**config.mk**
```make
export PLATFORM = sky130hd
export DESIGN_NAME = tms_seq_ctrl
export DESIGN_NICKNAME = d
export VERILOG_FILES = /design/src/rtl/tms_pkg.sv /design/src/rtl/tms_seq_ctrl.sv
export SDC_FILE = /design/constraint.sdc
export NUM_CORES = 1
export LEC_CHECK = 0
export BUFFER_PORTS_ARGS = -buffer_cell sky130_fd_sc_hd__buf_2
export CELL_PAD_IN_SITES_DETAIL_PLACEMENT = 1
export CELL_PAD_IN_SITES_GLOBAL_PLACEMENT = 1
export CORE_MARGIN = 8
export CORE_UTILIZATION = 33
export CTS_CLUSTER_DIAMETER = 40
export DETAILED_ROUTE_END_ITERATION = 8
export PLACE_DENSITY_LB_ADDON = 0.1
export SETUP_SLACK_MARGIN = 0.5
export SLEW_MARGIN = 15
export SYNTH_ARGS = -nofsm -noshare
export SYNTH_HDL_FRONTEND = slang
export SYNTH_SLANG_ARGS = --single-unit
export TNS_END_PERCENT = 100
```
**constraint.sdc**
```tcl
create_clock -name clk -period 1.7 [get_ports clk]
set_input_delay 0.34 -clock clk [delete_from_list [all_inputs] [get_ports clk]]
set_output_delay 0.34 -clock clk [all_outputs]
set_load 0.01 [all_outputs]
```
**src/rtl/tms_pkg.sv**
```systemverilog
package tms_pkg;

    localparam int TMS_CNT_W  = 6;
    localparam int TMS_ADDR_W = 8;
    localparam int TMS_CHAR_W = 8;

    typedef enum logic [1:0] {
        PH_IDLE = 2'd0,
        PH_HOLD = 2'd1,
        PH_RUN  = 2'd2
    } tms_phase_e;

    localparam int TMS_MSG_LEN = 61;
    localparam logic [8*TMS_MSG_LEN-1:0] TMS_MSG_TEXT =
        "THE QUICK BROWN FOX JUMPS OVER THE LAZY DOG'S BACK 0123456789";
    localparam logic [TMS_CHAR_W-1:0] TMS_FILL = 8'h20;

    function automatic logic [TMS_CHAR_W-1:0] tms_char_at(input logic [TMS_CNT_W-1:0] idx);
        int pos;
        pos = int'(idx);
        if (pos < TMS_MSG_LEN)
            return TMS_MSG_TEXT[8*(TMS_MSG_LEN-1-pos) +: 8];
        return TMS_FILL;
    endfunction

endpackage

```
**src/rtl/tms_seq_ctrl.sv**
```systemverilog
module tms_seq_ctrl
    import tms_pkg::*;
#(
    parameter int CNT_W = TMS_CNT_W
) (
    input  logic             clk,
    input  logic             rst,
    input  logic             start_rise,
    input  logic             key_level,
    input  logic             mode_morse,
    input  logic             other_busy,
    input  logic             advance,
    output logic [CNT_W-1:0] count,
    output logic             running,
    output logic             kbd_inhibit
);
    localparam logic [CNT_W-1:0] CNT_LAST = '1;

    typedef struct packed {
        tms_phase_e       phase;
        logic [CNT_W-1:0] cnt;
    } ctrl_t;

    ctrl_t cur_q, nxt_d;
    logic  accept;
    logic  step;

    always_comb begin
        nxt_d  = cur_q;
        accept = start_rise && !mode_morse && !other_busy;
        step   = advance && kbd_inhibit && (cur_q.phase == PH_RUN);
        if (accept) begin
            nxt_d.phase = PH_HOLD;
            nxt_d.cnt   = '0;
        end else begin
            case (cur_q.phase)
                PH_HOLD: if (!key_level && kbd_inhibit) nxt_d.phase = PH_RUN;
                PH_RUN: begin
                    if (step) begin
                        if (cur_q.cnt == CNT_LAST) nxt_d.phase = PH_IDLE;
                        else                       nxt_d.cnt   = cur_q.cnt + 1'b1;
                    end
                end
                default: ;
            endcase
        end
    end

    always_ff @(posedge clk) begin
        if (rst) begin
            cur_q.phase <= PH_IDLE;
            cur_q.cnt   <= CNT_LAST;
        end else begin
            cur_q <= nxt_d;
        end
    end

    assign count       = cur_q.cnt;
    assign running     = (cur_q.phase != PH_IDLE);
    assign kbd_inhibit = running | other_busy;

    // accepted start clears the counter and waits for release
    p_clear_on_start_r5: assert property (@(posedge clk) disable iff (rst)
        (start_rise && !mode_morse && !other_busy) |=> (cur_q.cnt == '0 && cur_q.phase == PH_HOLD));
    // a refused start leaves the idle state untouched
    p_busy_refuses_r4: assert property (@(posedge clk) disable iff (rst)
        (start_rise && other_busy && cur_q.phase == PH_IDLE) |=> (cur_q.phase == PH_IDLE));
    // the idle counter is always parked at all-ones
    p_idle_park_r6: assert property (@(posedge clk) disable iff (rst)
        (cur_q.phase == PH_IDLE) |-> (cur_q.cnt == CNT_LAST));
    // no advance is counted while waiting for release
    p_hold_frozen_r8: assert property (@(posedge clk) disable iff (rst)
        (cur_q.phase == PH_HOLD && !start_rise) |=> (cur_q.cnt == '0));
    // without a strobe the running counter stays put
    p_run_needs_strobe_r6: assert property (@(posedge clk) disable iff (rst)
        (cur_q.phase == PH_RUN && !advance && !start_rise) |=> $stable(cur_q.cnt));
    // a strobe moves the counter by exactly one
    p_run_step_r6: assert property (@(posedge clk) disable iff (rst)
        (cur_q.phase == PH_RUN && advance && !start_rise && cur_q.cnt != CNT_LAST)
            |=> (cur_q.cnt == $past(cur_q.cnt) + 1'b1));
endmodule

```
==> impl_metrics.json, run 1 <==
{
  "timing_worst_setup_path_type": "reg2out",
  "clock_latency_ps": 250,
  "power_per_cell_area_mw_per_mm2": 718.9,
  "timing.fmax_mhz": 701.0,
  "r2r_slack_ps": 290,
  "seq_area_frac_synth_pct": 34.97,
  "antenna_found_initial": 0,
  "antenna_cells": 0,
  "grt_pass1_vias": 463,
  "finalSetupViolations": 0,
  "placed_cells": 77,
  "wl_mm": 1.236,
  "grt_overflow": 0,
  "synth-xor-area-share_pct": 1.913,
  "worstPathCellList": "or3_1 > buf_2",
  "final_cell_mix": "buf_2, dfxtp_4, buf_6",
  "core_area_mm2": 0.001301,
  "yosys_warnings": 0,
  "syn-num-nets": 61,
  "critPathArrivalTime_ps": 1090,
  "die_x_um": 53.25,
  "slew_viol_final": 0,
  "grt_pass1_wl_mm": 1.973,
  "clkSlewWorstSetupHoldPaths_ps": 50,
  "drt-initial-drc-count": 6,
  "status": "finished clean",
  "clockBufferDepth": 2,
  "synth_compound_area_share_pct": 19.67,
  "synth_top_family_by_area": "simple AND/OR/NAND/NOR gates",
  "layout_commonest_cell": "buf_2",
  "post-route-util_pct": 47.88,
  "syn_inst": 53,
  "grt_max_degree": 9,
  "die_area_mm2": 0.002836,
  "vias": 453,
  "total_power_w": 0.0004479,
  "finClkSkew_ps": 2.466,
  "rr_startpoint": "cur_q[6]",
  "io_buffers": 14,
  "cts-htree-levels": 1,
  "io_pins": 15,
  "rsz0062_at_grt": "true",
  "yosys-mux-area-fraction_pct": 2.186,
  "critPathMaxFanout": 6,
  "synth_fa_ha_area_share_pct": 2.732,
  "max-cap-violations": 0,
  "cts_made_buffers": 3,
  "clockRootBuffer": "clkbuf_4",
  "die_h_um": 53.25,
  "postPlaceCellArea_um2": 535.5,
  "syn_to_final_growth_pct": 36.07,
  "reg2reg_depth": 4,
  "drc": 0,
  "max_stage_delay_ps": 360,
  "period_needed_ps": 1426,
  "worstMarginPinSlew_ps": 254.8,
  "cts_tree": "done",
  "layout.nets": 79,
  "ys_ff_latch": 8,
  "drtPass1Iterations": 4,
  "hp-class": "in2reg",
  "endpoint_kind": "output port",
  "fin_crit_sh_pct": 83.91,
  "dp_hpwl_um": 929.1,
  "r2r-end": "count[5]",
  "crit_end": "kbd_inhibit",
  "startpoint_type": "flop",
  "startpoint": "cur_q[7]",
  "routabilityCongestion": 0.6739,
  "vdd_ir_drop_max_v": 0.0004185,
  "rows": 13,
  "cts_sinks": 8,
  "final.setup.tns_ps": 0,
  "avgSynthCellArea_um2": 8.640,
  "required_ps": 1360,
  "start_util_pct": 35.19,
  "relSlewSlack_pct": 82.90,
  "track_usage_pct": 9.004,
  "layout.cells.non_filler": 84,
  "viasPerCell": 5.393,
  "drive_gt1_share_pct": 52.17,
  "synth_simple_gate_area_share_pct": 27.87,
  "synth_area_um2": 457.9,
  "p_leak_nw": 0.2721,
  "postRouteAntennaNets": 0,
  "wl_per_cell_um": 14.71,
  "synth_cell_types": 27,
  "hold_viol_final": 0,
  "fin_area_um2": 623.1,
  "slowest_stage": "dfxtp_4"
}
Yosys cell counts, drive strengths merged:
cell type / n / area, µm²
a21o: 1 / 7.510
a21oi: 3 / 15.01
a31o: 1 / 8.760
a41oi: 1 / 8.760
and2: 1 / 6.260
and3b: 1 / 10.01
buf: 6 / 45.04
dfxtp: 8 / 160.2
ha: 1 / 12.51
inv: 1 / 3.750
mux2i: 1 / 10.01
nand2: 4 / 15.01
nand2b: 3 / 18.77
nand3: 1 / 5.000
nand3b: 1 / 7.510
nand4: 2 / 12.51
nor2: 2 / 7.510
nor4: 2 / 12.51
o211ai: 1 / 7.510
o21ai: 2 / 10.01
o21bai: 2 / 15.01
o311a: 1 / 10.01
o31ai: 1 / 7.510
or2: 2 / 12.51
or3: 2 / 12.51
or4: 1 / 7.510
xnor2: 1 / 8.760
per-stage QoR:
step / hold slack, ps / worst slack, ps
after floorplan: 401.7 / 333.3
after global placement: 504.0 / 235.9
after detailed placement: 505.4 / 212.0
after CTS: 360.5 / 282.2
after global routing: 362.3 / 210.2
final: 359.8 / 273.5
layout make-up:
class / instances / area, µm²
multi-input combinational: 38 / 272.8
clock buffer: 3 / 22.52
inverter: 1 / 3.754
fill: 166 / 678.2
timing repair buffer: 19 / 127.6
tap: 15 / 18.77
sequential: 8 / 177.7
flip-flops by register name, indices dropped and copies added, names as in the netlist:
register / cells
cur_q: 2
count: 6
power by group:
part / switching, W / total (W) / internal [W]
clock: 0.0000644 / 0.000145 / 0.0000808
sequential: 0.0000128 / 0.000207 / 0.000194
combinational: 0.0000451 / 0.0000956 / 0.0000505
total: 0.000122 / 0.000448 / 0.000326
metal layers:
| layer | share of wire, % | vias to the layer above | routed length (µm) | global-route usage, % |
|---|---|---|---|---|
| met5 | 0 | - | 0 | 0 |
| met4 | 0 | 0 | 0 | 0 |
| met3 | 8.4 | 0 | 104 | 5.882 |
| met2 | 47 | 14 | 587 | 15.23 |
| met1 | 44 | 214 | 545 | 9.795 |
| li1 | - | 225 | - | - |
how the worst min path moves through the flow:
stage,from,end,slack [ps],cells after the start
after floorplan,rst,cur_q[6],400,1
after global placement,cur_q[6],cur_q[6],500,2
after detailed placement,cur_q[6],cur_q[6],510,2
after CTS,rst,cur_q[6],360,2
after global routing,rst,cur_q[6],360,2
final,rst,cur_q[6],360,2
cell families after synthesis:
kind of cell / count (synthesis)
AND/OR/NAND/NOR: 22
multiplexers: 1
XOR/XNOR: 1
adder cells (fa/ha/maj): 1
buffers and inverters: 7
flip-flops: 8
AO/OA/AOI/OAI: 13
repair_timing:
item / in CTS / in global routing
hold buffers: 0 / 0
buffers inserted: 2 / 2
hold endpoints to repair: 0 / 0
pin swaps: 1 / 1
gates resized for setup: 7 / 4
endpoints found under the setup margin: 8 / 11
worst max-delay path, delay by kind of cell (launching register included):
| family | cells | cell delay [ps] |
|---|---|---|
| buffers and inverters | 1 | 140 |
| flip-flops | 1 | 360 |
| AND/OR/NAND/NOR | 1 | 330 |
Note: power is estimated with default switching activity, not from simulation.
==> run 2: changes to the inputs <==
--- a/config.mk
+++ b/config.mk
@@ -9,7 +9,7 @@
 export CELL_PAD_IN_SITES_DETAIL_PLACEMENT = 1
 export CELL_PAD_IN_SITES_GLOBAL_PLACEMENT = 1
 export CORE_MARGIN = 8
-export CORE_UTILIZATION = 33
+export CORE_UTILIZATION = 30
 export CTS_CLUSTER_DIAMETER = 40
 export DETAILED_ROUTE_END_ITERATION = 8
 export PLACE_DENSITY_LB_ADDON = 0.1
==> constraint.sdc (replaced) <==
create_clock -name clk -period 1.2 [get_ports clk]
set_input_delay 0.24 -clock clk [delete_from_list [all_inputs] [get_ports clk]]
set_output_delay 0.24 -clock clk [all_outputs]
set_load 0.01 [all_outputs]
==> impl_metrics.json, run 2 (same netlist as run 1, synthesis figures left out) <==
{
  "violations": "setup timing",
  "rsz0062_at_grt": "true",
  "cts_sinks": 8,
  "die_h_um": 55.07,
  "final_cell_mix": "buf_6, buf_4, buf_2",
  "fin_crit_sh_pct": 117.7,
  "clock_latency_ps": 260,
  "clkSlewWorstSetupHoldPaths_ps": 60,
  "endpoint_kind": "output port",
  "period_needed_ps": 1413,
  "grt_max_degree": 9,
  "rows": 14,
  "wl_per_cell_um": 17.20,
  "fill_cells": 172,
  "layout_commonest_cell": "buf_6",
  "finalSetupViolations": 9,
  "max_stage_delay_ps": 330,
  "start_util_pct": 31.12,
  "timing.fmax_mhz": 707.9,
  "status": "finished with violations",
  "layout.nets": 101,
  "drt-initial-drc-count": 5,
  "grt_pass1_wl_mm": 2.932,
  "io_buffers": 14,
  "hold_viol_final": 0,
  "vdd_ir_drop_max_v": 0.0006380,
  "p_leak_nw": 0.4265,
  "setup_slack_ps": -212.6,
  "routabilityCongestion": 0.7422,
  "post-route-util_pct": 63.61,
  "largest_register_ffs": 6,
  "startpoint_type": "flop",
  "pre_cts_ws_ps": -158.7,
  "antenna_cells": 0,
  "postCtsHoldBufs": 0,
  "clockRootBuffer": "clkbuf_4",
  "cts_made_buffers": 3,
  "cts-htree-levels": 1,
  "timing_worst_setup_path_type": "reg2out",
  "worstPathCellList": "buf_6 > buf_4 > or2_4 > buf_6",
  "placed_cells": 94,
  "power_per_cell_area_mw_per_mm2": 846.4,
  "io_pins": 15,
  "core_area_mm2": 0.001471,
  "slew_viol_final": 0,
  "layout.cells.non_filler": 108,
  "wl_mm": 1.858,
  "drive_gt1_share_pct": 70.65,
  "postRouteAntennaNets": 0,
  "required_ps": 960,
  "grt_overflow": 0,
  "cpMostUsedCell": "buf_6",
  "track_usage_pct": 13.61,
  "critPathMaxFanout": 2,
  "drtPass1Iterations": 4,
  "grt_pass1_vias": 592,
  "max-cap-violations": 0,
  "relSlewSlack_pct": 79.23,
  "clockBufferDepth": 2,
  "vias": 550,
  "cts_tree": "done",
  "critPathArrivalTime_ps": 1170,
  "slowest_stage": "dfxtp_2",
  "die_x_um": 55.07,
  "hp-class": "in2reg",
  "finClkSkew_ps": 10.41,
  "dp_hpwl_mm": 1.125,
  "antenna_found_initial": 0,
  "drc": 0,
  "syn_to_final_growth_pct": 104.4,
  "viasPerCell": 5.093,
  "whs_ps": 256.6,
  "worstMarginPinSlew_ps": 308.8,
  "die_area_mm2": 0.003033
}
[run 2: cell types whose count changed in the layout (fill, tap and decap cells not counted), moves of 2 or more]
cell / change
buf_6: +19
buf_4: +8
buf_2: -5
dfxtp_2: +4
dfxtp_1: -2
dfxtp_4: -2
nand2_4: +2
or2_2: -2
or2_4: +2
[run 2: path summary, 6_finish.rpt]
| path | from | end | slack [ps] | depth (start not counted) |
|---|---|---|---|---|
| worst max-delay path | cur_q[7] | running | -210 | 4 |
| worst min-delay path | rst | cur_q[6] | 260 | 2 |
| worst max register to register | cur_q[6] | count[5] | -200 | 4 |
| worst min register to register | count[4] | count[4] | 640 | 3 |
[run 2: what timing repair did]
| item | in CTS | in global routing |
|---|---|---|
| pin swaps | 7 | 8 |
| setup buffers | 5 | 5 |
| gates cloned | 0 | 0 |
| endpoints found under the setup margin | 16 | 16 |
| gates resized for setup | 29 | 9 |
[run 2: area by class of cell]
| cell class | instances | area (µm²) | area share [%] |
|---|---|---|---|
| tap | 16 | 20.02 | 2.139 |
| inverter | 1 | 3.754 | 0.4011 |
| sequential | 8 | 175.2 | 18.72 |
| multi-input combinational | 38 | 334.1 | 35.70 |
| timing repair buffer | 41 | 376.6 | 40.24 |
| clock buffer | 4 | 26.28 | 2.807 |
[run 2: per-stage QoR]
step	setup TNS [ps]	cell area, µm²	power (W)
6_report	-1067	935.9	0.0007921
5_1_grt	-1516	935.9	0.0008404
3_5_place_dp	-544.8	669.4	0.0004643
2_1_floorplan	-268.3	508.0	0.0003957
3_3_place_gp	-376.3	669.4	0.0004604
4_1_cts	-768.7	852.1	0.0007671
[run 2: metal layers]
metal  up-vias  GRT usage (%)  routed length (µm)
met5         -              0                   0
met4         0          4.400                   0
met3         0          4.278                  60
met2         8          24.25                1026
met1       272          14.88                 771
li1        270              -                   -
[run 2: critical path: cells and delay by family (launching register included)]
kind / cells / cell delay [ps]
flip-flops: 1 / 330
AND/OR/NAND/NOR: 1 / 240
buffers and inverters: 3 / 360
[run 2: power breakdown]
part	total (W)	internal [W]	switching, W	leakage [nW]
Sequential	0.000295	0.000279	0.0000161	0.0650
Clock	0.000239	0.000128	0.000111	0.0150
Combinational	0.000258	0.000150	0.000108	0.347
==> run 3: changes to the inputs <==
--- a/config.mk
+++ b/config.mk
@@ -14,6 +14,7 @@
 export DETAILED_ROUTE_END_ITERATION = 8
 export PLACE_DENSITY_LB_ADDON = 0.1
 export SETUP_SLACK_MARGIN = 0.5
+export SKIP_LAST_GASP = 1
 export SLEW_MARGIN = 15
 export SYNTH_ARGS = -nofsm -noshare
 export SYNTH_HDL_FRONTEND = slang
==> impl_metrics.json, run 3 (same netlist as run 1, synthesis figures left out) <==
{
  "violations": "setup timing",
  "clockBufferDepth": 2,
  "die_area_mm2": 0.003033,
  "die_h_um": 55.07,
  "hp-class": "in2reg",
  "startpoint": "cur_q[6]",
  "timing_worst_setup_path_type": "reg2out",
  "start_util_pct": 31.12,
  "reg2reg_depth": 4,
  "required_ps": 960,
  "placed_cells": 94,
  "hold_path_depth": 2,
  "rsz0062_at_grt": "true",
  "vias": 544,
  "drc": 0,
  "endpoint_kind": "output port",
  "cts-htree-levels": 1,
  "fill_cells": 167,
  "rows": 14,
  "clock_latency_ps": 280,
  "rr_startpoint": "cur_q[6]",
  "wl_mm": 1.904,
  "syn_to_final_growth_pct": 108.2,
  "antenna_found_initial": 0,
  "finClkSkew_ps": 6.835,
  "critPathMaxFanout": 5,
  "clkSlewWorstSetupHoldPaths_ps": 60,
  "pwr-share-clk_pct": 30.7,
  "finalSetupViolations": 10,
  "layout_commonest_cell": "buf_6",
  "layout.cells.non_filler": 108,
  "die_x_um": 55.07,
  "power_per_cell_area_mw_per_mm2": 848.9,
  "setup_slack_ps": -254.3,
  "grt_overflow": 0,
  "drtPass1Iterations": 3,
  "r2r_slack_ps": -210,
  "top_layer": "met4",
  "slew_viol_final": 0,
  "final_cell_mix": "buf_6, buf_4, dfxtp_2, buf_2, clkbuf_4",
  "hold_viol_final": 0,
  "core_area_mm2": 0.001471,
  "vdd_ir_drop_max_v": 0.0006787,
  "cts_made_buffers": 3,
  "startpoint_type": "flop",
  "io_pins": 15,
  "post-route-util_pct": 64.80,
  "wl_met1_um": 778,
  "wl_met2_mm": 1.028,
  "max-cap-violations": 0,
  "grt_pass1_vias": 583,
  "antenna_cells": 0,
  "layout.nets": 101,
  "postCtsHoldBufs": 0,
  "switchingPower_w": 0.0002453,
  "combPwrFrac_pct": 33.1,
  "cts_sinks": 8,
  "switching_share_pct": 30.31,
  "met3_length_um": 72,
  "postRouteAntennaNets": 0,
  "viasPerCell": 5.037,
  "grt_pass1_wl_mm": 2.808,
  "critPathArrivalTime_ps": 1210,
  "period_needed_ps": 1454,
  "status": "finished with violations",
  "io_buffers": 14,
  "min_to": "cur_q[6]",
  "r2r-end": "count[5]",
  "timing.fmax_mhz": 687.6,
  "clockRootBuffer": "clkbuf_4",
  "relSlewSlack_pct": 80.65,
  "p_leak_nw": 0.4411,
  "total_power_w": 0.0008094,
  "drt-initial-drc-count": 6,
  "cts_tree": "done",
  "dp_hpwl_mm": 1.125,
  "postPlaceCellArea_um2": 669.4,
  "grt_max_degree": 9,
  "routabilityCongestion": 0.7422,
  "fin_area_um2": 953.4,
  "p_seq_share_pct": 36.2,
  "fin_crit_sh_pct": 121.2,
  "largest_register_ffs": 6,
  "drive_gt1_share_pct": 72.83,
  "track_usage_pct": 13.13,
  "worstMarginPinSlew_ps": 287.5,
  "hp-start": "rst",
  "wl_per_cell_um": 17.63,
  "p_int_w": 0.0005641
}
==> run 3: final cells by class <==
class	count	area (µm²)	share of cell area [%]
repair buffers	41	382.9	40.16
multi-input cells	38	345.3	36.22
flip-flops and latches	8	175.2	18.37
clock buffers	4	26.28	2.756
well taps	16	20.02	2.100
inverters	1	3.754	0.3937
==> run 3: worst max-delay path by stage <==
| stage | end | slack (ps) |
|---|---|---|
| after detailed placement | count[5] | -160 |
| after global placement | count[5] | -120 |
| after CTS | kbd_inhibit | -220 |
| final | kbd_inhibit | -250 |
| after global routing | kbd_inhibit | -290 |
| after floorplan | count[5] | -170 |
==> run 3: per-stage QoR <==
| step | hold slack [ps] | setup WS (ps) | TNS (ps) |
|---|---|---|---|
| finish | 250.5 | -254.3 | -1046 |
| global route | 255.4 | -286.2 | -1537 |
| CTS | 251.1 | -218.3 | -811.1 |
| detailed placement | 522.1 | -158.7 | -544.8 |
| global placement | 517.8 | -123.4 | -376.3 |
| floorplan | 301.7 | -166.7 | -268.3 |
==> run 3: repair_timing <==
item / CTS / global route
endpoints found under the setup margin: 16 / 16
resized for setup: 27 / 13
pin swaps: 7 / 8
setup buffers: 5 / 5
==> run 3: power groups by stage <==
| stage | Sequential, W | Clock, W | Combinational [W] |
|---|---|---|---|
| 4_1_cts | 0.000293 | 0.000248 | 0.000223 |
| 6_report | 0.000293 | 0.000248 | 0.000268 |
| 5_1_grt | 0.000295 | 0.000269 | 0.000286 |
| 2_1_floorplan | 0.000300 | 0 | 0.0000959 |
| 3_3_place_gp | 0.000295 | 0 | 0.000166 |
| 3_5_place_dp | 0.000295 | 0 | 0.000169 |
==> run 3: critical path, stage by stage (launching register included) <==
cell     delay (ps)
dfxtp_2         330
buf_6           120
or3_4           360
buf_6           130
==> run 3: routing by layer <==
metal | vias to the layer above | track usage [%]
met4 | 0 | 3.600
met3 | 2 | 4.011
li1 | 270 | -
met5 | - | 0
met1 | 262 | 14.72
met2 | 10 | 23.32
